[config.mk]
export PLATFORM = sky130hd
export DESIGN_NAME = pc_sequencer
export DESIGN_NICKNAME = d
export VERILOG_FILES = /design/src/rtl/pcseq_pkg.sv /design/src/rtl/pcseq_cond.sv /design/src/rtl/pcseq_ptr.sv /design/src/rtl/pcseq_target.sv /design/src/rtl/pc_sequencer.sv
export SDC_FILE = /design/constraint.sdc
export NUM_CORES = 1
export LEC_CHECK = 0
export BUFFER_PORTS_ARGS = -buffer_cell sky130_fd_sc_hd__buf_4
export CORE_UTILIZATION = 51
export CTS_BUF_LIST = sky130_fd_sc_hd__clkbuf_2 sky130_fd_sc_hd__clkbuf_4 sky130_fd_sc_hd__clkbuf_8
export DETAILED_ROUTE_END_ITERATION = 12
export GPL_ROUTABILITY_DRIVEN = 0
export PLACE_DENSITY = 0.95
export SYNTH_ARGS = -nofsm -noshare
export SYNTH_HDL_FRONTEND = slang
export SYNTH_SLANG_ARGS = --single-unit
[constraint.sdc]
create_clock -name clk -period 3.75 [get_ports clk]
set_input_delay 0.375 -clock clk [delete_from_list [all_inputs] [get_ports clk]]
set_output_delay 0.375 -clock clk [all_outputs]
set_load 0.05 [all_outputs]
[src/rtl/pcseq_pkg.sv]
package pcseq_pkg;
    parameter int BANK_W   = 1;
    parameter int PAGE_W   = 4;
    parameter int STEP_W   = 8;
    parameter int RST_PAGE = 1;
    localparam int ADDR_W  = BANK_W + PAGE_W + STEP_W;
    localparam int RET_W   = PAGE_W + STEP_W;
    localparam int PSEL_W  = BANK_W + PAGE_W;

    typedef struct packed {
        logic [BANK_W-1:0] bank;
        logic [PAGE_W-1:0] page;
        logic [STEP_W-1:0] step;
    } pc_t;

    typedef struct packed {
        logic adv;
        logic pset;
        logic jp;
        logic jc;
        logic jnc;
        logic jz;
        logic jnz;
        logic call;
        logic calz;
        logic ret;
        logic jind;
    } op_t;

    typedef enum logic [2:0] {
        SEL_HOLD,
        SEL_NEXT,
        SEL_FAR,
        SEL_ZERO,
        SEL_RET
    } sel_e;
endpackage

[src/rtl/pcseq_cond.sv]
module pcseq_cond
    import pcseq_pkg::*;
(
    input  op_t  ops,
    input  logic flag_c,
    input  logic flag_z,
    output sel_e sel,
    output logic load_ptr,
    output logic is_instr
);
    always_comb begin
        sel      = SEL_HOLD;
        load_ptr = 1'b0;
        if (ops.ret)        sel = SEL_RET;
        else if (ops.jind)  sel = SEL_FAR;
        else if (ops.call)  sel = SEL_FAR;
        else if (ops.calz)  sel = SEL_ZERO;
        else if (ops.jp)    sel = SEL_FAR;
        else if (ops.jc)    sel = flag_c  ? SEL_FAR : SEL_NEXT;
        else if (ops.jnc)   sel = !flag_c ? SEL_FAR : SEL_NEXT;
        else if (ops.jz)    sel = flag_z  ? SEL_FAR : SEL_NEXT;
        else if (ops.jnz)   sel = !flag_z ? SEL_FAR : SEL_NEXT;
        else if (ops.pset) begin
            sel      = SEL_NEXT;
            load_ptr = 1'b1;
        end
        else if (ops.adv)   sel = SEL_NEXT;
        is_instr = (sel != SEL_HOLD);
    end
endmodule

[src/rtl/pcseq_ptr.sv]
module pcseq_ptr
    import pcseq_pkg::*;
(
    input  logic              clk,
    input  logic              rst_n,
    input  logic              load_ptr,
    input  logic              is_instr,
    input  logic [PSEL_W-1:0] arg,
    input  logic [BANK_W-1:0] cur_bank_d,
    input  logic [PAGE_W-1:0] cur_page_d,
    output logic [BANK_W-1:0] nb_q,
    output logic [PAGE_W-1:0] np_q
);
    typedef struct packed {
        logic [BANK_W-1:0] nb;
        logic [PAGE_W-1:0] np;
    } ptr_t;

    ptr_t ptr_d, ptr_q;

    always_comb begin
        ptr_d = ptr_q;
        if (load_ptr) begin
            ptr_d.nb = arg[PSEL_W-1 -: BANK_W];
            ptr_d.np = arg[PAGE_W-1:0];
        end else if (is_instr) begin
            ptr_d.nb = cur_bank_d;
            ptr_d.np = cur_page_d;
        end
    end

    always_ff @(posedge clk) begin
        if (!rst_n) begin
            ptr_q.nb <= '0;
            ptr_q.np <= PAGE_W'(RST_PAGE);
        end else begin
            ptr_q <= ptr_d;
        end
    end

    assign nb_q = ptr_q.nb;
    assign np_q = ptr_q.np;

    // the pending pair captures the page-set argument
    a_r4_ptr_load: assert property (@(posedge clk) disable iff (!rst_n)
        load_ptr |=> ({nb_q, np_q} == $past(arg)));

    // idle cycles leave the pending pair alone
    a_r2_ptr_hold: assert property (@(posedge clk) disable iff (!rst_n)
        !is_instr |=> ($stable(nb_q) && $stable(np_q)));
endmodule

[src/rtl/pcseq_target.sv]
module pcseq_target
    import pcseq_pkg::*;
(
    input  pc_t               pc_q,
    input  sel_e              sel,
    input  logic [BANK_W-1:0] nb_q,
    input  logic [PAGE_W-1:0] np_q,
    input  logic [STEP_W-1:0] operand,
    input  logic [RET_W-1:0]  pop_addr,
    output pc_t               pc_d,
    output logic [RET_W-1:0]  push_addr
);
    logic [STEP_W-1:0] step_inc;

    always_comb begin
        step_inc = pc_q.step + STEP_W'(1);
        pc_d     = pc_q;
        case (sel)
            SEL_NEXT: pc_d.step = step_inc;
            SEL_FAR: begin
                pc_d.bank = nb_q;
                pc_d.page = np_q;
                pc_d.step = operand;
            end
            SEL_ZERO: begin
                pc_d.page = '0;
                pc_d.step = operand;
            end
            SEL_RET: begin
                pc_d.page = pop_addr[RET_W-1:STEP_W];
                pc_d.step = pop_addr[STEP_W-1:0];
            end
            default: pc_d = pc_q;
        endcase
        push_addr = {pc_q.page, step_inc};
    end
endmodule

[src/rtl/pc_sequencer.sv]
module pc_sequencer
    import pcseq_pkg::*;
(
    input  logic              clk,
    input  logic              rst_n,
    input  logic              op_adv,
    input  logic              op_pset,
    input  logic              op_jp,
    input  logic              op_jc,
    input  logic              op_jnc,
    input  logic              op_jz,
    input  logic              op_jnz,
    input  logic              op_call,
    input  logic              op_calz,
    input  logic              op_ret,
    input  logic              op_jind,
    input  logic [STEP_W-1:0] operand,
    input  logic [RET_W-1:0]  pop_addr,
    input  logic              flag_c,
    input  logic              flag_z,
    output logic [ADDR_W-1:0] fetch_addr,
    output logic [RET_W-1:0]  push_addr
);
    op_t               ops;
    sel_e              sel;
    logic              load_ptr;
    logic              is_instr;
    logic [BANK_W-1:0] nb_q;
    logic [PAGE_W-1:0] np_q;
    pc_t               pc_d, pc_q;

    always_comb begin
        ops.adv  = op_adv;
        ops.pset = op_pset;
        ops.jp   = op_jp;
        ops.jc   = op_jc;
        ops.jnc  = op_jnc;
        ops.jz   = op_jz;
        ops.jnz  = op_jnz;
        ops.call = op_call;
        ops.calz = op_calz;
        ops.ret  = op_ret;
        ops.jind = op_jind;
    end

    pcseq_cond u_cond (
        .ops      (ops),
        .flag_c   (flag_c),
        .flag_z   (flag_z),
        .sel      (sel),
        .load_ptr (load_ptr),
        .is_instr (is_instr)
    );

    pcseq_ptr u_ptr (
        .clk        (clk),
        .rst_n      (rst_n),
        .load_ptr   (load_ptr),
        .is_instr   (is_instr),
        .arg        (operand[PSEL_W-1:0]),
        .cur_bank_d (pc_d.bank),
        .cur_page_d (pc_d.page),
        .nb_q       (nb_q),
        .np_q       (np_q)
    );

    pcseq_target u_tgt (
        .pc_q      (pc_q),
        .sel       (sel),
        .nb_q      (nb_q),
        .np_q      (np_q),
        .operand   (operand),
        .pop_addr  (pop_addr),
        .pc_d      (pc_d),
        .push_addr (push_addr)
    );

    always_ff @(posedge clk) begin
        if (!rst_n) begin
            pc_q.bank <= '0;
            pc_q.page <= PAGE_W'(RST_PAGE);
            pc_q.step <= '0;
        end else begin
            pc_q <= pc_d;
        end
    end

    assign fetch_addr = pc_q;

    // ---------------- checker state and assertions ----------------
    logic              single;
    logic              after_pset_q;
    logic [PSEL_W-1:0] pset_arg_q;

    assign single = ($countones(ops) == 1);

    always_ff @(posedge clk) begin
        if (!rst_n) begin
            after_pset_q <= 1'b0;
            pset_arg_q   <= '0;
        end else if (ops != '0) begin
            after_pset_q <= single && op_pset;
            if (single && op_pset) pset_arg_q <= operand[PSEL_W-1:0];
        end
    end

    a_r2_hold: assert property (@(posedge clk) disable iff (!rst_n)
        (ops == '0) |=> $stable(fetch_addr));

    a_r3_advance: assert property (@(posedge clk) disable iff (!rst_n)
        (single && op_adv) |=>
            (fetch_addr[STEP_W-1:0] == STEP_W'($past(fetch_addr[STEP_W-1:0]) + 1'b1))
            && $stable(fetch_addr[ADDR_W-1:STEP_W]));

    a_r5_far_jump: assert property (@(posedge clk) disable iff (!rst_n)
        (single && op_jp && after_pset_q) |=>
            (fetch_addr == {$past(pset_arg_q), $past(operand)}));

    a_r6_local_jump: assert property (@(posedge clk) disable iff (!rst_n)
        (single && op_jp && !after_pset_q) |=>
            (fetch_addr == {$past(fetch_addr[ADDR_W-1:STEP_W]), $past(operand)}));

    a_r7_not_taken: assert property (@(posedge clk) disable iff (!rst_n)
        (single && ((op_jc && !flag_c) || (op_jz && !flag_z))) |=>
            (fetch_addr[STEP_W-1:0] == STEP_W'($past(fetch_addr[STEP_W-1:0]) + 1'b1)));

    a_r9_page_zero: assert property (@(posedge clk) disable iff (!rst_n)
        (single && op_calz) |=>
            ((fetch_addr[STEP_W +: PAGE_W] == '0) && $stable(fetch_addr[ADDR_W-1 -: BANK_W])));

    // a return wins over every other strobe
    a_r12_ret_first: assert property (@(posedge clk) disable iff (!rst_n)
        op_ret |=> ((fetch_addr[RET_W-1:0] == $past(pop_addr))
                    && $stable(fetch_addr[ADDR_W-1 -: BANK_W])));
endmodule

-- Yosys cells after proc, flatten, opt, wreduce, memory -nomap -nowiden
Index checks and enable logic that the tools add are counted.
- register bits after elaboration: 18
- input bits: 35
- output and inout port bits: 25
- word-level logic and storage cells: 44
- $add $sub $neg: 1
- eq/ne operators: 4
- mux-type cells: 30
- reductions and logical operators: 4
- operators by type and width (operator ; number):
    $mux 3 ; 10
    $pmux 8 s3 ; 1
    $mux 1 ; 12
    $pmux 4 s3 ; 1
    $mux 5 ; 2
    $add 8x1->8 const B ; 1
    $mux 2 ; 4
    $eq 3x2->1 const B ; 2
    $reduce_bool 3->1 ; 2
    $eq 3x1->1 const B ; 1
    $eq 3x3->1 const B ; 1
    $reduce_bool 2->1 ; 1
    $reduce_or 2->1 ; 1

-- Longest topological paths before layout
- depth in word-level cells: 15
- gate-level depth with buffers: 7
- depth with buffers taken out: 5

-- By module
Synthesis repeated with hierarchy kept, for this count alone.
- cells, all modules: 168
- area, all modules: 1452.6 µm²
- by module, submodules not included (module ; instances ; cells each ; area an instance (µm²) ; seq. area each (µm²)):
    pcseq_target ; 1 ; 100 ; 710.7 ; 0.0
    pc_sequencer ; 1 ; 27 ; 362.8 ; 260.2
    pcseq_ptr ; 1 ; 23 ; 239.0 ; 100.1
    pcseq_cond ; 1 ; 18 ; 140.1 ; 0.0

-- Worst setup path before layout
OpenSTA, ideal clock, no wires.
- path type: reg-to-output
- start: register fetch_addr[0] (netlist name)
- end: output push_addr[4]
- arrival time: 2.008 ns
- data required time: 3.375 ns
- path slack: 1.367 ns
- stages on the path, launching flop included: 4
- buffers on the path: 0
- path through: dfxtp_1 > ha_1 > nand3_1 > xnor2_1
- longest elaborated chain between the ends: 1
- ends and longest elaborated chain (element ; RTL line ; source):
    $add 8x1->8 ; pcseq_target.sv:16 ; step_inc = pc_q.step + STEP_W'(1);
    end: declaration ; pc_sequencer.sv:22 ; output logic [RET_W-1:0] push_addr
Every way passes these cells.

-- Worst setup path after layout
- start: input op_ret
- end: register u_ptr.ptr_q, in the netlist u_ptr.np_q[2]
- longest elaborated chain between the ends: 5
- elaborated cells on any way between the ends: 10
- those cells by class: eq/ne: 3; mux: 5; reduce/logical: 2
- ends and longest elaborated chain (element ; RTL line ; source):
    start: declaration ; pc_sequencer.sv:15 ; input logic op_ret,
    $mux 3 ; pcseq_cond.sv:14 ; if (ops.ret) sel = SEL_RET;
    $eq 3x3->1 / $eq 3x2->1 (equally long branches) ; pcseq_target.sv:18 ; case (sel)
    $pmux 4 s3 ; pcseq_target.sv:18 ;
    $mux 5 ; pcseq_ptr.sv:26 ; end else if (is_instr) begin
    $mux 5 ; pcseq_ptr.sv:23 ; if (load_ptr) begin
    end signal: assignment ; pcseq_ptr.sv:37 ; ptr_q <= ptr_d;
    end: declaration ; pcseq_ptr.sv:19 ; ptr_t ptr_d, ptr_q;
Parallel ways exist; a longest one is shown, timed or not. The select of a mux whose other input is x is not followed.
A chain may end at the register's enable or synchronous reset.

==> reports/qor.yml <==
finalWorstPathRequiredPeriod_ns: 2.04
drc: 0
powerDensity_nw_per_um2: 322
drt_pre_antenna_iters: 5
cts.sinks: 18
cts_post_setup_buffers_inserted: 0
cts-root-buf: "clkbuf_4"
gr-usage-all-layers_pct: 30.5
finalMaxSlewViolations: 0
clkLatencyLatePin_ns: 0.30
worst_slew_margin_rel_pct: 36.0
worst_hold_path.num_cells: 2
yosys-top-cells-count: "18 x dfxtp_1, 16 x nand2_1, 13 x o21ai_0, 8 x a221oi_2"
final_hold_viol_count: 0
synth_enable_flop_cells: 0
dpl_worst_slack_ns: 1.43
synth.largest_area_cell: "dfxtp_1"
finalNetCount: 227
io_pins: 60
worstPathArrival_ns: 2.27
post-dp-hpwl_um: 2720
layout-drive-gt1-share_pct: 42.6
clock_tree.buffer_depth: 2
antenna_found_initial: 0
syn2layout_area_growth_pct: 37.5
die_height_um: 50.5
yosysMostFrequentCell: "dfxtp_1"
ys_dominant_reg_cell: "dfxtp_1"
total_power_w: 0.000532
leakage_nw: 0.715
insertedDiodeCount: 0
final_min_period_over_clock_period_pct: 54.5
worst-path-max-fanout: 20
setup_violating_endpoint_count_in_the_final_report: 0
critical_path.reg2reg.startpoint: "fetch_addr[2]$_SDFFE_PN0P_"
start_util_pct: 54.3
result_of_the_run: "completed"
cts_inserted_buffers: 3
worst-r2r-setup-slack_ns: 2.30
worst-setup-path-type: "primary input to flop"
critical_path.slowest_cell: "nor4b_4"
crit_path_cell_trace: "buf_4, or2_2, nor4b_4, a221oi_1, o22ai_1"
timing.fmax_ghz: 0.489
hold-path-endpoint: "fetch_addr[5]$_SDFFE_PN0P_"
post_synth_inst_count: 137
fin_setup_tns_ns: 0
grt_setup_unrepaired: "false"
worstMarginPinSlew_ns: 0.956
hold_sp: "operand[5]"
grt_first_pass_wirelength_um: 5910
worst_hold_path_type: "primary input to flop"
critical-path-max-stage-delay_ns: 0.87
post_drt_wl_per_cell_um: 16.5
route.vias.total: 1348
filler_cell_count: 165
syn-mean-instance-area_um2: 8.77
worst_ep_required_time_ns: 3.97
postCtsHoldBufs: 0
clk_pin_slew_worst_paths_ns: 0.11
drt.antenna.violating_nets: 0
placedCellCount: 214
fin_skew_ns: 0.00670
global_route.overflow_total: 0
yosysTopAreaCellShare_pct: 30.0
placement.io_buffers: 59
routed_wl_um: 3590
htree_levels: 1
crit_path_start_kind: "primary input"
ys_ff_latch: 18
number_of_global_route_vias_before_repair: 1341
placeableCoreArea_um2: 2210
final_cells: 218
detail_route.iter0.violations: 60
die_width_um: 50.5
viasPerCell: 6.18
synth_sequential_area_ratio_pct: 30.0
die_area_um2: 2550
post_synth_num_cell_types: 37
vdd_drop_max_uv: 228
ctsResizeCount: 0
postSynth.asyncResetShare_pct: 0
synth.net_count: 173
synth_area_leaders: "dfxtp_1 30%, a221oi_2 10%, o21ai_0 5.4%"
synth_area_um2: 1200
grt_start_max_net_pins: 21
post-route-worst-setup-slack_ns: 1.71
core.rowCount: 17
kind_of_end_point_of_the_critical_path: "flop"
timing.rr.end: "fetch_addr[7]$_SDFFE_PN0P_"
worst_r2r_path_depth: 5
max-cap-violations: 0
ys_warn_count: 0
tritoncts: "yes"
final cells by class:
class	count	area [um^2]	area share, %
inverter	3	11.3	0.682
clock buffer	4	36.3	2.20
multi-input combinational	106	766	46.4
sequential	18	360	21.8
tap	28	35.0	2.12
timing repair buffer	59	443	26.8
state kept, by name, summed over array words and instances, names as in the netlist:
signal	count
u_ptr.nb_q	1
u_ptr.np_q	4
fetch_addr	13
worst max-delay path: cells and delay by family:
family / cells / cell delay, ns
AOI/OAI and AO/OA: 2 / 0.46
and+or+nand+nor: 2 / 1.23
buffers and inverters: 1 / 0.19
kinds of logic (layout without fill, tap and decap cells):
group,Yosys count,in the layout,share of synthesized area (%)
compound gates,52,52,35.3
simple gates,47,47,23.0
flops,18,18,30.0
buf+inv,13,66,6.25
xor+xnor,6,6,4.37
fa+ha+maj,1,1,1.04
metrics by stage:
stage | instance area, um^2 | hold slack, ns | util (%)
floorplan | 1200 | 0.435 | -
global placement | 1620 | 0.445 | 73.0
detailed placement | 1620 | 0.458 | 73.0
CTS | 1650 | 0.272 | 74.7
global route | 1650 | 0.267 | 74.7
finish | 1650 | 0.265 | 74.7
power by group:
part	leakage, nW	internal [W]	switching (W)
Combinational	0.545	0.0000730	0.000121
Clock	0.0210	0.0000593	0.0000624
Sequential	0.149	0.000203	0.0000130
Total	0.715	0.000335	0.000197
layer usage:
metal | GRT usage, % | up-vias | wire length [um]
met3 | 4.55 | 11 | 289
met2 | 54.9 | 91 | 1810
met4 | 12.5 | 0 | 72
li1 | - | 622 | -
met1 | 35.7 | 624 | 1420
met5 | 0 | - | 0
worst max-delay path by stage:
stage,endpoint,depth (start not counted),slack (ns),startpoint
floorplan,push_addr[4],3,1.37,fetch_addr[0]$_SDFFE_PN0P_
global placement,u_ptr.np_q[3]$_SDFFE_PN0P_,5,1.52,op_ret
detailed placement,u_ptr.np_q[3]$_SDFFE_PN0P_,5,1.43,op_ret
CTS,push_addr[7],4,1.71,fetch_addr[2]$_SDFFE_PN0P_
global route,u_ptr.np_q[3]$_SDFFE_PN0P_,6,1.57,op_jc
finish,u_ptr.np_q[2]$_SDFFE_PN0P_,5,1.71,op_ret
cells in the final DEF (no fill, tap or decap), types with 2 or more instances in the layout:
master	instances
dfxtp_1	18
inv_1	3
and3_1	3
xor2_1	2
nand2_1	16
buf_4	59
nand3_1	4
o22ai_1	5
xnor2_1	4
and2_1	3
a221oi_1	4
nor2_1	6
a21o_1	2
o21ai_0	13
a22oi_1	4
clkbuf_4	3
a21oi_1	6
nor2b_1	5
nor3_1	2
or2_2	2
o2bb2ai_1	3
a221oi_2	8
(Power assumes the default switching activity.)
